### src/rtl/crt_pkg.sv
package crt_pkg;
  localparam int HVAL_W = 8;
  localparam int VVAL_W = 10;
  localparam int HSE_W  = 5;
  localparam int HBE_W  = 5;
  localparam int VSE_W  = 4;
  localparam int VBE_W  = 8;
  localparam int ADDR_W = 5;
  localparam int SA_W   = 16;
  localparam int PROT_LIMIT = 8;

  localparam logic [ADDR_W-1:0] IX_HTOT = 5'h00;
  localparam logic [ADDR_W-1:0] IX_HDE  = 5'h01;
  localparam logic [ADDR_W-1:0] IX_HBS  = 5'h02;
  localparam logic [ADDR_W-1:0] IX_HBE  = 5'h03;
  localparam logic [ADDR_W-1:0] IX_HSS  = 5'h04;
  localparam logic [ADDR_W-1:0] IX_HSE  = 5'h05;
  localparam logic [ADDR_W-1:0] IX_VTOT = 5'h06;
  localparam logic [ADDR_W-1:0] IX_OVF  = 5'h07;
  localparam logic [ADDR_W-1:0] IX_SCAN = 5'h09;
  localparam logic [ADDR_W-1:0] IX_SAH  = 5'h0C;
  localparam logic [ADDR_W-1:0] IX_SAL  = 5'h0D;
  localparam logic [ADDR_W-1:0] IX_VSS  = 5'h10;
  localparam logic [ADDR_W-1:0] IX_VSE  = 5'h11;
  localparam logic [ADDR_W-1:0] IX_VDE  = 5'h12;
  localparam logic [ADDR_W-1:0] IX_VBS  = 5'h15;
  localparam logic [ADDR_W-1:0] IX_VBE  = 5'h16;

  typedef struct packed {
    logic [HVAL_W-1:0] h_total;
    logic [HVAL_W-1:0] h_disp_end;
    logic [HVAL_W-1:0] h_blank_start;
    logic [HBE_W-1:0]  h_blank_end;
    logic [HVAL_W-1:0] h_sync_start;
    logic [HSE_W-1:0]  h_sync_end;
    logic [VVAL_W-1:0] v_total;
    logic [VVAL_W-1:0] v_disp_end;
    logic [VVAL_W-1:0] v_blank_start;
    logic [VBE_W-1:0]  v_blank_end;
    logic [VVAL_W-1:0] v_sync_start;
    logic [VSE_W-1:0]  v_sync_end;
    logic              dbl;
    logic [SA_W-1:0]   start_addr;
  } timing_t;

  // 640x480: 100 chars x 525 lines
  localparam timing_t TIMING_RST = '{
    h_total:       8'd95,
    h_disp_end:    8'd79,
    h_blank_start: 8'd79,
    h_blank_end:   5'd2,
    h_sync_start:  8'd82,
    h_sync_end:    5'd30,
    v_total:       10'd523,
    v_disp_end:    10'd479,
    v_blank_start: 10'd479,
    v_blank_end:   8'd12,
    v_sync_start:  10'd490,
    v_sync_end:    4'd12,
    dbl:           1'b0,
    start_addr:    16'h0000
  };
endpackage

### src/rtl/crt_reg_bank.sv
module crt_reg_bank
  import crt_pkg::*;
(
  input  logic              clk_i,
  input  logic              rst_ni,
  input  logic              we_i,
  input  logic [ADDR_W-1:0] addr_i,
  input  logic [7:0]        wdata_i,
  input  logic              load_i,
  output timing_t           act_o
);
  timing_t shd_q, act_q;
  logic    prot_q;
  logic    locked;

  assign locked = prot_q && (addr_i < ADDR_W'(PROT_LIMIT));

  always_ff @(posedge clk_i or negedge rst_ni) begin
    if (!rst_ni) begin
      shd_q  <= TIMING_RST;
      prot_q <= 1'b0;
    end else if (we_i && !locked) begin
      unique case (addr_i)
        IX_HTOT: shd_q.h_total       <= wdata_i;
        IX_HDE:  shd_q.h_disp_end    <= wdata_i;
        IX_HBS:  shd_q.h_blank_start <= wdata_i;
        IX_HBE:  shd_q.h_blank_end   <= wdata_i[HBE_W-1:0];
        IX_HSS:  shd_q.h_sync_start  <= wdata_i;
        IX_HSE:  shd_q.h_sync_end    <= wdata_i[HSE_W-1:0];
        IX_VTOT: shd_q.v_total[7:0]  <= wdata_i;
        IX_OVF: begin
          shd_q.v_total[8]       <= wdata_i[0];
          shd_q.v_disp_end[8]    <= wdata_i[1];
          shd_q.v_sync_start[8]  <= wdata_i[2];
          shd_q.v_blank_start[8] <= wdata_i[3];
          shd_q.v_total[9]       <= wdata_i[5];
          shd_q.v_disp_end[9]    <= wdata_i[6];
          shd_q.v_sync_start[9]  <= wdata_i[7];
        end
        IX_SCAN: begin
          shd_q.v_blank_start[9] <= wdata_i[5];
          shd_q.dbl              <= wdata_i[7];
        end
        IX_SAH:  shd_q.start_addr[15:8]   <= wdata_i;
        IX_SAL:  shd_q.start_addr[7:0]    <= wdata_i;
        IX_VSS:  shd_q.v_sync_start[7:0]  <= wdata_i;
        IX_VSE: begin
          shd_q.v_sync_end <= wdata_i[VSE_W-1:0];
          prot_q           <= wdata_i[7];
        end
        IX_VDE:  shd_q.v_disp_end[7:0]    <= wdata_i;
        IX_VBS:  shd_q.v_blank_start[7:0] <= wdata_i;
        IX_VBE:  shd_q.v_blank_end        <= wdata_i;
        default: ;
      endcase
    end
  end

  always_ff @(posedge clk_i or negedge rst_ni) begin
    if (!rst_ni)     act_q <= TIMING_RST;
    else if (load_i) act_q <= shd_q;
  end

  assign act_o = act_q;


  active_hold_chk: assert property (@(posedge clk_i) disable iff (!rst_ni)
    !load_i |=> $stable(act_q));


  prot_block_chk: assert property (@(posedge clk_i) disable iff (!rst_ni)
    (we_i && locked) |=> $stable({shd_q.h_total, shd_q.h_disp_end, shd_q.h_blank_start,
                                  shd_q.h_blank_end, shd_q.h_sync_start, shd_q.h_sync_end,
                                  shd_q.v_total}));
endmodule

### src/rtl/crt_axis.sv
module crt_axis #(
  parameter int VAL_W = 8,
  parameter int SE_W  = 5,
  parameter int BE_W  = 5,
  parameter int OFS   = 5
) (
  input  logic             clk_i,
  input  logic             rst_ni,
  input  logic             step_i,
  input  logic [VAL_W-1:0] total_i,
  input  logic [VAL_W-1:0] disp_end_i,
  input  logic [VAL_W-1:0] blank_start_i,
  input  logic [BE_W-1:0]  blank_end_i,
  input  logic [VAL_W-1:0] sync_start_i,
  input  logic [SE_W-1:0]  sync_end_i,
  output logic [VAL_W:0]   cnt_o,
  output logic             last_o,
  output logic             de_o,
  output logic             blank_o,
  output logic             sync_o
);
  localparam int CW = VAL_W + 1;

  logic [CW-1:0] cnt_q, nxt, last_val;
  logic          blank_q, sync_q;

  assign last_val = {1'b0, total_i} + CW'(OFS - 1);
  assign last_o   = (cnt_q == last_val);
  assign nxt      = last_o ? '0 : cnt_q + 1'b1;

  always_ff @(posedge clk_i or negedge rst_ni) begin
    if (!rst_ni) begin
      cnt_q   <= '0;
      blank_q <= 1'b0;
      sync_q  <= 1'b0;
    end else if (step_i) begin
      cnt_q <= nxt;
      // start wins over end; end fields compare modulo
      if (nxt == {1'b0, sync_start_i})            sync_q <= 1'b1;
      else if (nxt[SE_W-1:0] == sync_end_i)       sync_q <= 1'b0;
      if (nxt == {1'b0, blank_start_i} + 1'b1)    blank_q <= 1'b1;
      else if (nxt[BE_W-1:0] == blank_end_i)      blank_q <= 1'b0;
    end
  end

  assign cnt_o   = cnt_q;
  assign de_o    = (cnt_q <= {1'b0, disp_end_i});
  assign blank_o = blank_q;
  assign sync_o  = sync_q;


  cnt_range_chk: assert property (@(posedge clk_i) disable iff (!rst_ni)
    cnt_q <= last_val);


  cnt_wrap_chk: assert property (@(posedge clk_i) disable iff (!rst_ni)
    (step_i && last_o) |=> cnt_q == '0);


  cnt_hold_chk: assert property (@(posedge clk_i) disable iff (!rst_ni)
    !step_i |=> $stable(cnt_q));


  sync_start_chk: assert property (@(posedge clk_i) disable iff (!rst_ni)
    $rose(sync_q) |-> cnt_q == {1'b0, $past(sync_start_i)});
endmodule

### src/rtl/crt_timing_gen.sv
module crt_timing_gen
  import crt_pkg::*;
(
  input  logic              clk_i,
  input  logic              rst_ni,
  input  logic              reg_we_i,
  input  logic [ADDR_W-1:0] reg_addr_i,
  input  logic [7:0]        reg_wdata_i,
  input  logic              hsync_inv_i,
  input  logic              vsync_inv_i,
  output logic              hsync_o,
  output logic              vsync_o,
  output logic              blank_o,
  output logic              de_o,
  output logic [HVAL_W:0]   char_col_o,
  output logic [VVAL_W:0]   scan_row_o,
  output logic [SA_W-1:0]   start_addr_o
);
  timing_t           act;
  logic              h_last, v_last, h_de, v_de, h_blank, v_blank, h_sync, v_sync;
  logic [HVAL_W:0]   h_cnt;
  logic [VVAL_W:0]   v_cnt;

  crt_reg_bank u_regs (
    .clk_i   (clk_i),
    .rst_ni  (rst_ni),
    .we_i    (reg_we_i),
    .addr_i  (reg_addr_i),
    .wdata_i (reg_wdata_i),
    .load_i  (h_last && v_last),
    .act_o   (act)
  );

  crt_axis #(.VAL_W(HVAL_W), .SE_W(HSE_W), .BE_W(HBE_W), .OFS(5)) u_h (
    .clk_i         (clk_i),
    .rst_ni        (rst_ni),
    .step_i        (1'b1),
    .total_i       (act.h_total),
    .disp_end_i    (act.h_disp_end),
    .blank_start_i (act.h_blank_start),
    .blank_end_i   (act.h_blank_end),
    .sync_start_i  (act.h_sync_start),
    .sync_end_i    (act.h_sync_end),
    .cnt_o         (h_cnt),
    .last_o        (h_last),
    .de_o          (h_de),
    .blank_o       (h_blank),
    .sync_o        (h_sync)
  );

  crt_axis #(.VAL_W(VVAL_W), .SE_W(VSE_W), .BE_W(VBE_W), .OFS(2)) u_v (
    .clk_i         (clk_i),
    .rst_ni        (rst_ni),
    .step_i        (h_last),
    .total_i       (act.v_total),
    .disp_end_i    (act.v_disp_end),
    .blank_start_i (act.v_blank_start),
    .blank_end_i   (act.v_blank_end),
    .sync_start_i  (act.v_sync_start),
    .sync_end_i    (act.v_sync_end),
    .cnt_o         (v_cnt),
    .last_o        (v_last),
    .de_o          (v_de),
    .blank_o       (v_blank),
    .sync_o        (v_sync)
  );

  assign hsync_o      = h_sync ^ hsync_inv_i;
  assign vsync_o      = v_sync ^ vsync_inv_i;
  assign blank_o      = h_blank | v_blank;
  assign de_o         = h_de & v_de;
  assign char_col_o   = h_cnt;
  assign scan_row_o   = act.dbl ? {1'b0, v_cnt[VVAL_W:1]} : v_cnt;
  assign start_addr_o = act.start_addr;


  line_step_chk: assert property (@(posedge clk_i) disable iff (!rst_ni)
    (v_cnt != $past(v_cnt)) |-> $past(h_last));
endmodule

### config.mk
export PLATFORM = sky130hd
export DESIGN_NAME = crt_timing_gen
export DESIGN_NICKNAME = d
export VERILOG_FILES = /design/src/rtl/crt_pkg.sv /design/src/rtl/crt_reg_bank.sv /design/src/rtl/crt_axis.sv /design/src/rtl/crt_timing_gen.sv
export SDC_FILE = /design/constraint.sdc
export NUM_CORES = 1
export LEC_CHECK = 0
export BUFFER_PORTS_ARGS = -buffer_cell sky130_fd_sc_hd__buf_4
export CORE_ASPECT_RATIO = 0.6
export CORE_MARGIN = 8
export CORE_UTILIZATION = 52
export DETAILED_ROUTE_END_ITERATION = 12
export GPL_TIMING_DRIVEN = 0
export PLACE_DENSITY = 0.77
export SKIP_LAST_GASP = 1
export SYNTH_ARGS = -nofsm -noshare
export SYNTH_HDL_FRONTEND = slang
export SYNTH_SLANG_ARGS = --single-unit
### constraint.sdc
create_clock -name clk_i -period 4.01 [get_ports clk_i]
set_clock_uncertainty 0.2 [all_clocks]
set_input_delay 0.6015 -clock clk_i [delete_from_list [all_inputs] [get_ports clk_i]]
set_output_delay 0.6015 -clock clk_i [all_outputs]
set_load 0.05 [all_outputs]
# ---- Yosys cells after proc, flatten, opt, wreduce, memory -nomap -nowiden
# Cells that the tools add are included.
dict set report word_totals {
  in_bits 18
  word_cells 117
  register_bits 247
  output_inout_bits 40
}
dict set report classes {
  eq_ne 25
  n_reduce_logical 27
  n_bitwise 4
  addsub 6
  muxes 11
  magnitude_cmp 3
}
# op n
set ops {}
lappend ops {{$reduce_and 2->1} 18}
lappend ops {{$eq 5x5->1 const B} 5}
lappend ops {{$add 10x1->11 const B} 2}
lappend ops {{$eq 11x11->1} 2}
lappend ops {{$mux 11} 2}
lappend ops {{$eq 5x3->1 const B} 4}
lappend ops {{$eq 9x9->1} 2}
lappend ops {{$eq 5x4->1 const B} 3}
lappend ops {{$add 11x1->11 const B} 1}
lappend ops {{$eq 11x10->1} 1}
lappend ops {{$le 11x10->1} 1}
lappend ops {{$eq 5x2->1 const B} 2}
lappend ops {{$eq 5x5->1} 2}
lappend ops {{$add 8x1->9 const B} 1}
lappend ops {{$add 8x3->9 const B} 1}
lappend ops {{$add 9x1->9 const B} 1}
lappend ops {{$eq 9x8->1} 1}
lappend ops {{$le 9x8->1} 1}
lappend ops {{$mux 9} 1}
lappend ops {{$eq 8x8->1} 1}
lappend ops {{$mux 1} 8}
lappend ops {{$reduce_bool 2->1} 4}
lappend ops {{$eq 5x1->1 const B} 1}
lappend ops {{$logic_not 5->1} 1}
lappend ops {{other kinds (7)} 10}

# ---- Depth between registers and ports, before layout
# Gate-level depths: netlist of the first run.
dict set report depth {
  depth_word 6
  ltp_mapped 12
  ltp_nobuf 11
}

# ---- Modules after synthesis
# From an unflattened synthesis of the first run, not the netlist that was laid out.
dict set report unflattened {
  cells_unflattened 1040
  hier_area_um2 12788.5
}
# mod cells_each area_per_inst_um2 instances seq_area_each_um2
set modules_own_cells {}
lappend modules_own_cells {crt_reg_bank 498 8543.2 1 5715.5}
lappend modules_own_cells {{crt_axis at u_v} 301 2323.5 1 325.3}
lappend modules_own_cells {{crt_axis at u_h} 223 1715.4 1 275.3}
lappend modules_own_cells {crt_timing_gen 18 206.4 1 0.0}

# ---- Least setup slack after synthesis of the first run
# OpenSTA, ideal clock, no wires.
dict set report synth_timing {
  path_kind {flip-flop to output port}
  from {register u_h.cnt_q[1] (netlist: u_h.cnt_o[1])}
  to {output de_o}
  required_ns 3.208
  path_stages_with_launch 11
  arrival_time_ns 3.433
  slack_ns -0.224
  n_path_buf 0
  cell_sequence {dfrtp_1 -> ha_1 -> nor2b_1 -> o21a_1 -> o21a_1 -> o21a_1 -> o21a_1 -> o21a_1 -> o21a_1 -> o22a_1 -> a211oi_1}
}
dict set report synth_between {
  elab_chain_len 2
}
# item line
set synth_rtl {}
lappend synth_rtl {{from (decl)} crt_axis.sv:24} ;# logic [CW-1:0] cnt_q, nxt, last_val;
lappend synth_rtl {{from (signal assigned)} crt_axis.sv:37} ;# cnt_q <= nxt;
lappend synth_rtl {{$le 9x8->1} crt_axis.sv:47} ;# assign de_o = (cnt_q <= {1'b0, disp_end_i});
lappend synth_rtl {{$and 1x1->1} crt_timing_gen.sv:71} ;# assign de_o = h_de & v_de;
lappend synth_rtl {{to (decl)} crt_timing_gen.sv:14} ;# output logic de_o,
# Every way passes these cells.

# ---- Final worst setup path of the first run
dict set report layout_timing {
  from {register u_regs.act_q (netlist bit u_regs.act_o[96])}
  to {output de_o}
}
dict set report layout_between {
  elab_chain_len 2
}
# item line
set layout_rtl {}
lappend layout_rtl {{from (decl)} crt_reg_bank.sv:12} ;# timing_t shd_q, act_q;
lappend layout_rtl {{from (signal assigned)} crt_reg_bank.sv:61} ;# else if (load_i) act_q <= shd_q;
lappend layout_rtl {{$le 9x8->1} crt_axis.sv:47}
lappend layout_rtl {{$and 1x1->1} crt_timing_gen.sv:71}
# Every way passes these cells.

==> results of run 1 <==
==> layer usage <==
metal | vias to the layer above | track usage, % | part of all wire [%]
met2 | 370 | 30.9 | 42
met5 | - | 0 | 0
met1 | 4411 | 32.1 | 47
li1 | 3825 | - | -
met3 | 60 | 4.93 | 8.4
met4 | 0 | 5.28 | 2.2
==> sequential cells by signal (all words and copies together) (netlist names) <==
signal         count
u_v.blank_o        1
u_h.sync_o         1
u_regs.shd_q     111
u_v.cnt_o         11
u_regs.prot_q      1
u_regs.act_o     111
u_h.blank_o        1
u_h.cnt_o          9
u_v.sync_o         1
==> power breakdown <==
| part | switching, mW | internal, mW |
|---|---|---|
| Sequential | 0.634 | 3.27 |
| Combinational | 2.06 | 1.72 |
| Clock | 0.972 | 1.42 |
==> what timing repair did <==
item / 4_1_cts / 5_1_grt
pin swaps: 2 / 1
resized for setup: 9 / 0
hold buffers: 1 / 0
hold endpoints to repair: 1 / 0
endpoints found under the setup margin: 1 / 1
==> per-stage QoR <==
step	cells	hold WS, ns
floorplan	1012	0.106
global route	1432	0.134
CTS	1433	0.130
global placement	1390	0.279
finish	1434	0.146
detailed placement	1391	0.288
==> worst paths after layout <==
| check | startpoint | endpoint | slack [ns] | cells past startpoint |
|---|---|---|---|---|
| worst max-delay path | u_regs.act_o[96] | de_o | 0.09 | 12 |
| worst min-delay path | reg_wdata_i[6] | u_regs.shd_q[37] | 0.15 | 2 |
| worst max register to register | u_h.cnt_o[2] | u_v.cnt_o[7] | 0.33 | 10 |
| worst min register to register | u_regs.shd_q[100] | u_regs.act_o[100] | 0.30 | 1 |
| max in group asynchronous | rst_ni | u_regs.shd_q[3] | 1.93 | 3 |
| min in group asynchronous | rst_ni | u_regs.shd_q[79] | 0.56 | 2 |
==> layout make-up <==
type	instances	area, um2	share of cell area (%)
Sequential cell	247	6320	43.3
Multi-Input combinational cell	679	6100	41.8
Clock buffer	35	711	4.87
Timing Repair Buffer	58	469	3.22
Tap cell	322	403	2.76
Buffer	60	368	2.52
Clock inverter	7	116	0.798
Inverter	24	90.1	0.618
Antenna cell	2	5.00	0.0343
==> kinds of logic (layout without fill, tap and decap cells) <==
logic type	count (synthesis)	count (layout)	share of synthesized area, %
AO/OA/AOI/OAI	130	130	7.25
buffers and inverters	86	184	3.62
adder cells (fa/ha/maj)	24	24	2.34
XOR/XNOR	83	83	5.66
AND/OR/NAND/NOR	205	205	8.61
flip-flops	247	247	49.2
other	0	2	0
multiplexers	237	237	23.3
==> placed cells by master (no fill, tap or decap), types with 14 or more instances in the layout <==
cell type  netlist  routed
xor2_1          40      40
buf_4           17      71
o21ai_0         24      24
nand3_1         35      35
nor3_1          15      15
ha_1            24      23
mux2_4          90      90
inv_1           24      22
xnor2_1         43      43
nand2_1         48      48
clkbuf_1        32      33
nand4_1         14      14
dfrtp_1        139     137
clkbuf_16        0      23
mux2_2         141     141
nor2_1          31      31
dfstp_2        108     108
a21oi_1         18      18
==> out/qor.yml, run 1 <==
sta:
  tightest_slew_ns: 1.04
  rsz0062_at_grt: "no"
  worst_slew_margin_rel_pct: 30.5
  period_share_pct: 97.9
  period_minus_slack_ns: 3.92
  setup_tns_ns: 0
  maxSlewViolCount: 0
  max_freq_mhz: 255
  finalSetupViolations: 0
  hold_viol: 0
  fin_ws_ns: 0.0852
floorplanning:
  die-width_um: 219
  io_pins: 58
  placementRows: 44
  dieHeight_um: 138
  die_area_mm2: 0.0302
  coreArea_mm2: 0.0242
  initial_utilization_pct: 53.0
placement:
  hpwl_um: 22300
  placed_area_mm2: 0.0137
  place.gp.congestion: 0.900
  numPortBuffers: 56
  place_ws_ns: 0.330
setup_path:
  cp_common_cell: "o21a_1"
  crit_arrival_ns: 3.12
  slowest_delay_ns: 0.54
  cp_cell_sequence: "inv_2 -> ha_4 -> nor2b_1 -> o21a_1 -> o21a_1 -> o21a_1 -> o21a_1 -> o21a_1 -> o21a_1 -> o22a_4 -> a211oi_4 -> buf_6"
  crit_path_max_fanout: 2
  startpoint_type: "flip-flop"
  crit_family: "compound AO/OA/AOI/OAI gates"
  critPathBufInv: 2
  endpoint_kind: "primary output"
  crit_required_ns: 3.21
  worstSetupPathType: "flip-flop to primary output"
  critPathSlowestCell: "dfstp_2"
synthesis:
  synth_cell_types: 69
  synthCells: 1012
  synth_top_area_share_pct: 27.1
  synth_warnings: 0
  netlist.top_cell.by_area: "dfrtp_1"
  ys_seq_area_share_pct: 49.2
  async_flop_share_pct: 100
  dominantRegCellSynth: "dfrtp_1"
  synth_edf_count: 0
  yosysMostFrequentCell: "mux2_2"
  syn_avg_cell_area_um2: 12.7
  synth.area.top_cells: "dfrtp_1, dfstp_2, mux2_2"
  synth_fp_nets: 1054
  synth.ff_latch_count: 247
  yosys-top-cells-count: "mux2_2, dfrtp_1, dfstp_2"
  syn-cell-area_mm2: 0.0128
flow_run:
  cap_viol_max_count: 0
routing:
  dr.pass1.iters: 5
  vias: 8666
  route.detailed.wl_per_inst_um: 22.3
  drt_wl_total_um: 32000
  routed_via_density: 6.04
  remaining_drc_errors: 0
  postRouteAntennaNets: 0
  drtIter0Drc: 766
global_routing:
  overflow: 0
  grt_pass1_wl_um: 50500
  grtUsageTotal_pct: 21.4
  grt_pass1_vias: 8646
  grt_max_degree: 126
  antenna_found_initial: 0
run_status:
  outcome: "completed"
clocking:
  root_buffer: "clkbuf_16"
  numCtsBuffers: 23
  clk_pin_slew_ns: 0.07
  clockBufferDepth: 3
  cts.htree.levels: 1
  cts_tree: "built"
  clk_latency_ns: 0.52
  cts_sinks: 247
  cts_setup_buffers: 0
pwr:
  power_mw: 10.1
  p_leak_nw: 6.46
  powerDensity_mw_per_mm2: 690
  vdd_drop_max_v: 0.000390
cells_and_area:
  drive_gt1_share_pct: 44.0
  synthToLayoutAreaGrowth_pct: 13.5
  finalInstanceArea_mm2: 0.0146
  nFillCells: 1860
  final_core_util_pct: 60.2
  nets: 1135
hold_path:
  hold_class: "primary input to flip-flop"
(Power assumes the default switching activity.)
==> run 2, diff against run 1 <==
==> constraint.sdc (replaced) <==
create_clock -name clk_i -period 4.83 [get_ports clk_i]
set_clock_uncertainty 0.2 [all_clocks]
set_input_delay 0.7245 -clock clk_i [delete_from_list [all_inputs] [get_ports clk_i]]
set_output_delay 0.7245 -clock clk_i [all_outputs]
set_load 0.05 [all_outputs]
==> out/qor.yml, run 2 (synthesis results as in run 1) <==
floorplanning:
  io_pins: 58  # unchanged
  dieHeight_um: 138  # unchanged
  die_area_mm2: 0.0302  # unchanged
  initial_utilization_pct: 53.0  # unchanged
  placementRows: 44  # unchanged
  coreArea_mm2: 0.0242  # unchanged
  die-width_um: 219  # unchanged
setup_path:
  path_depth: 13  # +1
  endpoint_kind: "primary output"
  crit_required_ns: 3.91  # +0.70 ns
  critPathSlowestCell: "dfrtp_1"
  startpoint_type: "flip-flop"
  crit_family: "compound AO/OA/AOI/OAI gates"
  critPathBufInv: 3  # +1
  crit_path_max_fanout: 8  # +6
  r2r-end: "u_v.cnt_o[7]"
  cp_common_cell: "o21a_1"
  timing.rr.start: "u_regs.act_o[105]"
  crit_arrival_ns: 3.54  # +0.42 ns
  cp_cell_sequence: "clkbuf_1 -> inv_1 -> ha_1 -> nor2b_1 -> o21a_1 -> o21a_1 -> o21a_1 -> o21a_1 -> o21a_1 -> o21a_1 -> o22a_1 -> a211oi_1 -> buf_4"
  ff2ff_path_depth: 10  # unchanged
  worstSetupPathType: "flip-flop to primary output"
  rrSetupSlack_ns: 1.14  # +0.81 ns
  slowest_delay_ns: 0.40  # -0.14 ns
hold_path:
  min_to: "u_regs.shd_q[6]"
  hold_depth: 2  # unchanged
  hold_class: "primary input to flip-flop"
  min-delay-start: "reg_wdata_i[6]"
sta:
  hold_viol: 0  # unchanged
  rsz0062_at_grt: "no"
  period_share_pct: 92.5
  setup_tns_ns: 0  # unchanged
  max_freq_mhz: 224
  tightest_slew_ns: 1.03  # -0.0165 ns
  worst_slew_margin_rel_pct: 31.6  # +1.1 points
  finalSetupViolations: 0  # unchanged
  period_minus_slack_ns: 4.47
  maxSlewViolCount: 0  # unchanged
routing:
  drtIter0Drc: 827  # +8.0%
  remaining_drc_errors: 0  # unchanged
  vias: 8509  # -1.8%
  dr.pass1.iters: 5  # unchanged
  routed_via_density: 5.92  # -2.1%
  route.detailed.wl_per_inst_um: 22.1  # -1.2%
  postRouteAntennaNets: 0  # unchanged
  drt_wl_total_um: 31800  # -0.90%
placement:
  place.gp.congestion: 0.867  # -3.7%
  numPortBuffers: 56  # unchanged
  hpwl_um: 22500  # +0.64%
  placed_area_mm2: 0.0137  # +0.16%
global_routing:
  grt_pass1_wl_um: 49800  # -1.5%
  gr-usage-met1_pct: 31.9  # -0.19 points
  use_met2_pct: 30.3  # -0.67 points
  gr-max-usage-layer: "met1"
  antenna_found_initial: 1  # +1
  grtUsageTotal_pct: 21.1  # -0.34 points
  overflow: 0  # unchanged
  grt.met3_usage_pct: 5.22  # +0.29 points
  grt_max_degree: 117  # -7.1%
  grt_pass1_vias: 8556  # -1.0%
cells_and_area:
  layout_commonest_cell: "mux2_2"
  seq_area_mm2: 0.00632  # about the same
  nFillCells: 1894  # +1.8%
  multi_input_area_mm2: 0.00606  # -0.64%
  diodes: 0  # -2
  nets: 1140  # +0.44%
  drive_gt1_share_pct: 43.1  # -0.86 points
  final_cell_mix: "mux2_2, dfrtp_1, dfstp_2"
  synthToLayoutAreaGrowth_pct: 13.2
  finalInstanceArea_mm2: 0.0145  # -0.29%
run_status:
  outcome: "completed"
clocking:
  cts.htree.levels: 1  # unchanged
  clk_pin_slew_ns: 0.07  # about the same
  clockBufferDepth: 3  # unchanged
  cts_resized: 0  # -9
  cts_sinks: 247  # unchanged
  clk_latency_ns: 0.53  # about the same
  root_buffer: "clkbuf_16"
  cts_tree: "built"
  numCtsBuffers: 24  # +4.3%
pwr:
  vdd_drop_max_v: 0.000307  # -21%
  powerDensity_mw_per_mm2: 562  # -19%
  p_leak_nw: 6.45  # -0.27%
  power_mw: 8.17  # -19%
flow_run:
  cap_viol_max_count: 0  # unchanged
## run 2: layout make-up
| type | instances | area share [%] |
|---|---|---|
| buffer | 62 | 2.58 |
| clock buffer | 35 | 4.76 |
| clock inverter | 9 | 0.706 |
| inverter | 24 | 0.620 |
| multi-input combinational | 679 | 41.7 |
| sequential | 247 | 43.4 |
| tap | 322 | 2.77 |
| timing repair buffer | 60 | 3.42 |
## run 2: worst max path at each step
stage / start / to / slack, ns
2_1_floorplan: u_h.cnt_o[1] / de_o / 0.47
3_3_place_gp: u_h.cnt_o[0] / de_o / 0.91
3_5_place_dp: u_h.cnt_o[0] / de_o / 0.89
4_1_cts: u_h.cnt_o[0] / de_o / 0.33
5_1_grt: u_h.cnt_o[0] / de_o / 0.16
6_report: u_h.cnt_o[0] / de_o / 0.36
## run 2: power breakdown
part	total (mW)	leakage (nW)	internal (mW)	switching [mW]
clock	1.90	0.373	1.06	0.839
combinational	3.06	3.12	1.39	1.67
sequential	3.22	2.95	2.71	0.504
## run 2: per-layer routing
layer	wire, um	share of wire [%]
met2	13200	42
met1	15600	49
met5	0	0
met3	2510	7.9
met4	490	1.5
## run 2: timing repair
action | 4_1_cts | 5_1_grt
endpoints found under the hold margin | 34 | 0
hold buffers | 1 | 0
setup buffers | 0 | 0
endpoints found under the setup margin | 0 | 0
## run 2: per-stage QoR
| step | setup slack [ns] | cells | util [%] | hold WS [ns] |
|---|---|---|---|---|
| finish | 0.362 | 1438 | 60.0 | 0.262 |
| global route | 0.158 | 1438 | 60.0 | 0.252 |
| CTS | 0.327 | 1437 | 60.0 | 0.242 |
| detailed placement | 0.889 | 1392 | 56.7 | 0.288 |
| global placement | 0.909 | 1390 | 56.4 | 0.280 |
| floorplan | 0.473 | 1012 | - | 0.229 |
